<file path="config.mk">
export PLATFORM = sky130hd
export DESIGN_NAME = toy_cpu
export DESIGN_NICKNAME = d
export VERILOG_FILES = /design/src/rtl/toy_pkg.sv /design/src/rtl/toy_alu.sv /design/src/rtl/toy_datapath.sv /design/src/rtl/toy_ctrl.sv /design/src/rtl/toy_cpu.sv
export SDC_FILE = /design/constraint.sdc
export NUM_CORES = 2
export LEC_CHECK = 0
export BUFFER_PORTS_ARGS = -buffer_cell sky130_fd_sc_hd__buf_2
export CAP_MARGIN = 15
export CORE_MARGIN = 2
export CORE_UTILIZATION = 40
export DETAILED_ROUTE_END_ITERATION = 12
export PLACE_DENSITY = 0.53
export SETUP_SLACK_MARGIN = 0.05
export SYNTH_ARGS = -nofsm -noshare
export SYNTH_HDL_FRONTEND = slang
export SYNTH_SLANG_ARGS = --single-unit
</file>
<file path="constraint.sdc">
create_clock -name clk -period 186.6 [get_ports clk]
set_input_delay 9.33 -clock clk [delete_from_list [all_inputs] [get_ports clk]]
set_output_delay 9.33 -clock clk [all_outputs]
set_load 0.005 [all_outputs]
</file>
<file path="src/rtl/toy_pkg.sv">
package toy_pkg;

  typedef enum logic [3:0] {
    OP_NOP = 4'h0, OP_HLT = 4'h1, OP_JMP = 4'h2, OP_JMZ = 4'h3,
    OP_LOD = 4'h4, OP_STO = 4'h5, OP_ADD = 4'h6, OP_SUB = 4'h7,
    OP_MUL = 4'h8, OP_DIV = 4'h9, OP_AND = 4'hA, OP_OR  = 4'hB,
    OP_NOT = 4'hC, OP_CPZ = 4'hD, OP_CPL = 4'hE, OP_BAD = 4'hF
  } opcode_e;

  typedef enum logic [1:0] {
    AM_ACC = 2'b00, AM_IMM = 2'b01, AM_DIR = 2'b10, AM_BAD = 2'b11
  } amode_e;

  typedef enum logic [2:0] {
    ST_FETCH, ST_DECODE, ST_OPERAND, ST_EXECUTE, ST_WRITEBACK, ST_HALT
  } state_e;

  // Strobes from control to datapath
  typedef struct packed {
    logic irLoad;   // capture fetched word, advance PC
    logic opRead;   // put operand address on the memory bus
    logic exLatch;  // capture ALU result and side decisions
    logic commit;   // apply register, PC and memory updates
  } strobe_t;

  function automatic logic writesReg(opcode_e op);
    return (op == OP_LOD) || (op >= OP_ADD && op <= OP_CPL);
  endfunction

endpackage

</file>
<file path="src/rtl/toy_alu.sv">
module toy_alu
  import toy_pkg::*;
#(
  parameter int DATA_W = 32
) (
  input  opcode_e           op,
  input  logic [DATA_W-1:0] regVal,
  input  logic [DATA_W-1:0] xVal,
  output logic [DATA_W-1:0] result,
  output logic              divZero
);

  logic regNz, xNz;

  always_comb begin
    regNz   = (regVal != '0);
    xNz     = (xVal != '0);
    divZero = (op == OP_DIV) && !xNz;
    case (op)
      OP_ADD: result = regVal + xVal;
      OP_SUB: result = regVal - xVal;
      OP_MUL: result = regVal * xVal;
      OP_DIV: result = xNz ? DATA_W'($signed(regVal) / $signed(xVal)) : regVal;
      OP_AND: result = {{(DATA_W-1){1'b0}}, regNz && xNz};
      OP_OR:  result = {{(DATA_W-1){1'b0}}, regNz || xNz};
      OP_NOT: result = ~regVal;
      OP_CPZ: result = {{(DATA_W-1){1'b0}}, !xNz};
      OP_CPL: result = {{(DATA_W-1){1'b0}}, xVal[DATA_W-1]};
      default: result = xVal;  // LOD value, jump target
    endcase
  end

endmodule

</file>
<file path="src/rtl/toy_datapath.sv">
module toy_datapath
  import toy_pkg::*;
#(
  parameter int DATA_W = 32,
  parameter int ADDR_W = 4
) (
  input  logic              clk,
  input  logic              rstN,
  input  strobe_t           strobe,
  output logic [ADDR_W-1:0] memAddr,
  output logic              memWe,
  output logic [DATA_W-1:0] memWdata,
  input  logic [DATA_W-1:0] memRdata,
  output opcode_e           opcode,
  output amode_e            mode,
  output logic [1:0]        regSel,
  output logic              divZero,
  output logic [ADDR_W-1:0] dbgPc,
  output logic [DATA_W-1:0] dbgIr,
  output logic [DATA_W-1:0] dbgR0,
  output logic [DATA_W-1:0] dbgR1,
  output logic [DATA_W-1:0] dbgR2
);

  localparam int IMM_W = DATA_W - 8;
  localparam int EXT_W = DATA_W - IMM_W;
  localparam int NREG  = 3;

  logic [ADDR_W-1:0] pc;
  logic [DATA_W-1:0] ir;
  logic [DATA_W-1:0] regFile [NREG];
  logic [IMM_W-1:0]  field;
  logic [DATA_W-1:0] regVal, xVal, aluRes, resQ;
  logic              aluDivZero, divZeroQ, jumpQ, takeJump;
  logic [ADDR_W-1:0] stoAddrQ;

  assign opcode = opcode_e'(ir[DATA_W-1 -: 4]);
  assign mode   = amode_e'(ir[DATA_W-5 -: 2]);
  assign regSel = ir[DATA_W-7 -: 2];
  assign field  = ir[IMM_W-1:0];

  always_comb begin
    case (regSel)
      2'd0:    regVal = regFile[0];
      2'd1:    regVal = regFile[1];
      2'd2:    regVal = regFile[2];
      default: regVal = '0;
    endcase
    case (mode)
      AM_ACC:  xVal = regFile[0];
      AM_IMM:  xVal = {{EXT_W{field[IMM_W-1]}}, field};
      AM_DIR:  xVal = memRdata;
      default: xVal = '0;
    endcase
    takeJump = (opcode == OP_JMP) || ((opcode == OP_JMZ) && (regVal == '0));
  end

  toy_alu #(.DATA_W(DATA_W)) i_alu (
    .op      (opcode),
    .regVal  (regVal),
    .xVal    (xVal),
    .result  (aluRes),
    .divZero (aluDivZero)
  );

  always_ff @(posedge clk) begin
    if (!rstN) begin
      pc       <= '0;
      ir       <= '0;
      resQ     <= '0;
      divZeroQ <= 1'b0;
      jumpQ    <= 1'b0;
      stoAddrQ <= '0;
    end else begin
      if (strobe.irLoad) begin
        ir <= memRdata;
        pc <= pc + 1'b1;
      end
      if (strobe.exLatch) begin
        resQ     <= aluRes;
        divZeroQ <= aluDivZero;
        jumpQ    <= takeJump;
        stoAddrQ <= (mode == AM_DIR) ? field[ADDR_W-1:0] : regFile[0][ADDR_W-1:0];
      end
      if (strobe.commit && jumpQ) pc <= resQ[ADDR_W-1:0];
    end
  end

  for (genvar g = 0; g < NREG; g++) begin : g_reg
    always_ff @(posedge clk) begin
      if (!rstN)
        regFile[g] <= '0;
      else if (strobe.commit && writesReg(opcode) && !divZeroQ && regSel == 2'(g))
        regFile[g] <= resQ;
    end
  end

  always_comb begin
    if (strobe.opRead)      memAddr = field[ADDR_W-1:0];
    else if (strobe.commit) memAddr = stoAddrQ;
    else                    memAddr = pc;
  end

  assign memWe    = strobe.commit && (opcode == OP_STO);
  assign memWdata = regVal;
  assign divZero  = divZeroQ;
  assign dbgPc    = pc;
  assign dbgIr    = ir;
  assign dbgR0    = regFile[0];
  assign dbgR1    = regFile[1];
  assign dbgR2    = regFile[2];

endmodule

</file>
<file path="src/rtl/toy_ctrl.sv">
module toy_ctrl
  import toy_pkg::*;
(
  input  logic       clk,
  input  logic       rstN,
  input  opcode_e    opcode,
  input  amode_e     mode,
  input  logic [1:0] regSel,
  input  logic       divZero,
  output strobe_t    strobe,
  output logic       halted,
  output logic       errFlag
);

  state_e state, stateNext;
  logic   illegal, setErr;

  always_comb begin
    illegal = (opcode == OP_BAD)
           || ((opcode != OP_NOP) && (opcode != OP_HLT) && (mode == AM_BAD))
           || ((opcode == OP_STO) && (mode == AM_IMM))
           || ((opcode != OP_NOP) && (opcode != OP_HLT) && (opcode != OP_JMP)
               && (regSel == 2'b11));
  end

  always_comb begin
    strobe    = '0;
    setErr    = 1'b0;
    stateNext = state;
    case (state)
      ST_FETCH:    stateNext = ST_DECODE;
      ST_DECODE: begin
        strobe.irLoad = 1'b1;
        stateNext     = ST_OPERAND;
      end
      ST_OPERAND: begin
        strobe.opRead = 1'b1;
        if (illegal) begin
          setErr    = 1'b1;
          stateNext = ST_HALT;
        end else begin
          stateNext = ST_EXECUTE;
        end
      end
      ST_EXECUTE: begin
        strobe.exLatch = 1'b1;
        stateNext      = ST_WRITEBACK;
      end
      ST_WRITEBACK: begin
        strobe.commit = 1'b1;
        setErr        = divZero;
        stateNext     = (opcode == OP_HLT) ? ST_HALT : ST_FETCH;
      end
      default:     stateNext = ST_HALT;
    endcase
  end

  always_ff @(posedge clk) begin
    if (!rstN) begin
      state   <= ST_FETCH;
      errFlag <= 1'b0;
    end else begin
      state <= stateNext;
      if (setErr) errFlag <= 1'b1;
    end
  end

  assign halted = (state == ST_HALT);

endmodule

</file>
<file path="src/rtl/toy_cpu.sv">
module toy_cpu
  import toy_pkg::*;
#(
  parameter int DATA_W = 32,
  parameter int ADDR_W = 4
) (
  input  logic              clk,
  input  logic              rstN,
  output logic [ADDR_W-1:0] memAddr,
  output logic              memWe,
  output logic [DATA_W-1:0] memWdata,
  input  logic [DATA_W-1:0] memRdata,
  output logic              halted,
  output logic              errFlag,
  output logic [ADDR_W-1:0] dbgPc,
  output logic [DATA_W-1:0] dbgIr,
  output logic [DATA_W-1:0] dbgR0,
  output logic [DATA_W-1:0] dbgR1,
  output logic [DATA_W-1:0] dbgR2
);

  strobe_t    strobe;
  opcode_e    opcode;
  amode_e     mode;
  logic [1:0] regSel;
  logic       divZero;

  toy_ctrl i_ctrl (
    .clk     (clk),
    .rstN    (rstN),
    .opcode  (opcode),
    .mode    (mode),
    .regSel  (regSel),
    .divZero (divZero),
    .strobe  (strobe),
    .halted  (halted),
    .errFlag (errFlag)
  );

  toy_datapath #(.DATA_W(DATA_W), .ADDR_W(ADDR_W)) i_datapath (
    .clk      (clk),
    .rstN     (rstN),
    .strobe   (strobe),
    .memAddr  (memAddr),
    .memWe    (memWe),
    .memWdata (memWdata),
    .memRdata (memRdata),
    .opcode   (opcode),
    .mode     (mode),
    .regSel   (regSel),
    .divZero  (divZero),
    .dbgPc    (dbgPc),
    .dbgIr    (dbgIr),
    .dbgR0    (dbgR0),
    .dbgR1    (dbgR1),
    .dbgR2    (dbgR2)
  );

endmodule

</file>
==> metrics.log <==
[metrics] area of the mapped netlist: 57,100 um2
[metrics] standby leakage power: 28.1 nW
[metrics] slowest stage delay, CP: 840 ps
[metrics] drt via density: 6.22
[metrics] setup repair after global routing missed its margin: false
[metrics] All-Layer GR Usage: 0.360
[metrics] internal power: 500 uW
[metrics] number of input and output port buffers inserted: 204
[metrics] share of the cycle needed by the critical path after routing: 0.586
[metrics] first-pass GRT wire length: 392,000 um
[metrics] peak ir drop on the vdd network: 0.0574 mV
[metrics] # Post-CTS Setup Buffers: 0
[metrics] # setup viols final: 0
[metrics] via count: 59,733
[metrics] count of boundary I/O pins: 205
[metrics] largest fanout of any net on the critical path: 31
[metrics] Total Nets Final: 8,823
[metrics] Worst setup EP type: flop
[metrics] count of different cell masters after synthesis: 117
[metrics] Reg clk slew, reported paths: 80 ps
[metrics] initial drt markers: 7,087
[metrics] maximum number of pins on one net before global-route repair: 61
[metrics] Post-Route Setup TNS: 0 ps
[metrics] combinational power share: 0.935
[metrics] Resized cells post-CTS: 0
[metrics] proportion of synthesized chip area in sequential cells: 0.0778
[metrics] dominant cell by count in the synthesized netlist: sky130_fd_sc_hd__nand2_1
[metrics] DR DRC count: 0
[metrics] Tightest Pin Transition: 1320 ps
[metrics] cts hold-fix bufs: 0
[metrics] Initial Utilization: 0.403
[metrics] Switching Fraction: 0.610
[metrics] Yosys warning count: 0
[metrics] switching power summed over all nets: 783 uW
[metrics] Clk pwr share: 0.030
[metrics] TritonCTS clock tree: done
[metrics] Rel. slew slack: 0.113
[metrics] top cells by area, synth: sky130_fd_sc_hd__ha_1 15%, sky130_fd_sc_hd__fa_1 14%, sky130_fd_sc_hd__nand2_1 6.6%
[metrics] post-route minimum period: 109,290 ps
[metrics] core region area: 142,000 um2
[metrics] Worst Clk Skew: 23.7 ps
[metrics] synthesized netlist net count: 8,730
[metrics] antenna-violating nets left: 0
[metrics] Avg Cell Area, Syn: 7.51 um2
[metrics] Worst EP required: 186,990 ps
[metrics] number of antenna violations at the first check in global routing: 21
[metrics] final hold violation count: 0
[metrics] arrival time reported for the critical path endpoint: 109,670 ps
[metrics] Sink Count: 174
[metrics] post-synthesis register bit count: 174
[metrics] post-synth top area cell: sky130_fd_sc_hd__ha_1
[metrics] gpl congestion: 1.02
[metrics] floorplan die height: 382 um
[metrics] sequential fraction of design power: 0.035
[metrics] via count of the first global-routing pass: 57,328
[metrics] Routed WL: 270,000 um
[metrics] total die area: 146,000 um2
[metrics] status: complete, no violations
[metrics] Post-synth top flop: sky130_fd_sc_hd__edfxtp_1
[metrics] asr flop ratio synth: 0
[metrics] area overhead of the layout relative to synthesis: 8.56%
[metrics] total clock buffers created by CTS: 17
[metrics] Most Frequent Cell on Critical Path: sky130_fd_sc_hd__ha_1
[metrics] Clock Root Buffer: sky130_fd_sc_hd__clkbuf_16
[metrics] Final Max Slew Viols: 0
[metrics] clock latency of the later-clocked register in the worst-skew pair: 470 ps
[metrics] leading cell types by count after synthesis: 997 x sky130_fd_sc_hd__nand2_1, 686 x sky130_fd_sc_hd__ha_1, 648 x sky130_fd_sc_hd__nor2_1, 628 x sky130_fd_sc_hd__inv_1, 517 x sky130_fd_sc_hd__a21oi_1
[metrics] final design utilization: 0.438
[metrics] CTS Buffer Depth: 2
[metrics] power per unit of standard cell area: 20.7 nW/um2
[metrics] number of flops mapped to enable cells by yosys: 96
[metrics] number of iterations in the first detailed-routing pass: 6
[metrics] share of Yosys cell area claimed by the top area cell type: 0.150
[metrics] HPWL Detailed: 210,000 um
[metrics] maximum level of the CTS H-tree: 4
[metrics] maximum capacitance violations: 0
[metrics] achievable frequency: 0.00915 GHz
[metrics] total congestion overflow: 0
[metrics] Routed WL per cell: 28.1 um
[metrics] Die Width: 382 um
[metrics] cell with the biggest individual delay on the critical path: sky130_fd_sc_hd__nor3_1
[metrics] row count: 138
[metrics] gate count after technology mapping: 7,601
[metrics] ratio of cells with drive above 1 in the final layout: 0.0974
[metrics] Setup crit start kind: input port
[metrics] Hold Crit Class: flop to flop
[metrics] path type of the worst setup path: input port to flop
[placed cells by master (no fill, tap or decap), drive strengths merged, types with 187 or more instances in the layout]
master  instances
o21ai         347
and2          193
inv           640
buf           421
nor3          220
ha            686
fa            409
xor2          187
nor2          652
nand2         998
a21oi         517
xnor2         356
[cells by family (layout without fill, tap and decap cells)]
| logic type | after synthesis | count (layout) | share of synthesized area |
|---|---|---|---|
| AOI/OAI and AO/OA | 1842 | 1842 | 0.214 |
| xor gates and xnor gates | 543 | 543 | 0.0833 |
| adders and majority gates | 1099 | 1099 | 0.294 |
| buffers and inverters | 990 | 1096 | 0.0670 |
| DFF | 174 | 174 | 0.0778 |
| muxes | 186 | 186 | 0.0347 |
| other | 0 | 7 | 0 |
| and+or+nand+nor | 2767 | 2767 | 0.229 |
[flip-flops by register name (all words and copies together), names as in the netlist]
name,flops
i_datapath.jumpQ,1
i_ctrl.errFlag,1
i_datapath.divZero,1
i_datapath.dbgIr,32
i_datapath.stoAddrQ,4
i_ctrl.state,3
i_datapath.regFile,96
i_datapath.dbgPc,4
i_datapath.resQ,32
[layout make-up]
cell class / count / area [um2]
fill: 14633 / 79600
clock buffer: 18 / 439
inverter: 642 / 2410
sequential: 174 / 4450
clock inverter: 14 / 168
timing repair buffer: 422 / 2660
antenna: 7 / 17.5
tap: 1890 / 2360
multi-input combinational: 6437 / 49500
[worst max-delay path: cells and delay by family]
| family | cells | cell delay [ps] |
|---|---|---|
| compound gates | 189 | 47850 |
| xor+xnor | 1 | 200 |
| fa+ha+maj | 33 | 10450 |
| buf+inv | 28 | 7030 |
| mux | 10 | 3290 |
| simple gates | 112 | 31190 |
[metal layers]
metal	wire length, um	part of all wire	global-route usage	up-vias
li1	-	-	-	26876
met1	114000	0.42	0.490	29176
met2	117000	0.43	0.553	3037
met3	23900	0.088	0.0596	638
met4	15100	0.056	0.169	6
met5	37	0.00014	0	-
[stage by stage]
step | setup WS [ps] | instances | hold WS [ps] | total power [mW] | cell area, um2
floorplan | 93460 | 7601 | 449 | 0.823 | 57100
global placement | 81710 | 9564 | 453 | 1.21 | 61400
detailed placement | 79050 | 9564 | 465 | 1.20 | 61400
CTS | 79230 | 9596 | 484 | 1.25 | 62000
global route | 70760 | 9597 | 522 | 1.39 | 62000
finish | 77310 | 9604 | 492 | 1.28 | 62000
[power groups by stage]
| stage | Combinational (mW) | Clock [mW] | Sequential [mW] |
|---|---|---|---|
| 2_1_floorplan | 0.779 | 0 | 0.0442 |
| 5_1_grt | 1.30 | 0.0398 | 0.0452 |
| 6_report | 1.20 | 0.0386 | 0.0450 |
| 4_1_cts | 1.17 | 0.0387 | 0.0449 |
| 3_5_place_dp | 1.16 | 0 | 0.0458 |
| 3_3_place_gp | 1.16 | 0 | 0.0458 |
[path summary, 6_finish.rpt]
| kind | slack (ps) | end | start | depth (start not counted) |
|---|---|---|---|---|
| setup / recovery | 77310 | i_datapath.resQ[28]$_SDFFE_PN0P_ | memRdata[0] | 373 |
| hold / removal | 490 | i_ctrl.errFlag$_SDFFE_PN0P_ | i_ctrl.errFlag$_SDFFE_PN0P_ | 2 |
| setup reg to reg | 84710 | i_datapath.resQ[28]$_SDFFE_PN0P_ | i_datapath.dbgIr[27]$_SDFFE_PN0P_ | 374 |
| hold reg to reg | 490 | i_ctrl.errFlag$_SDFFE_PN0P_ | i_ctrl.errFlag$_SDFFE_PN0P_ | 2 |
Note: power is estimated with default switching activity, not from simulation.
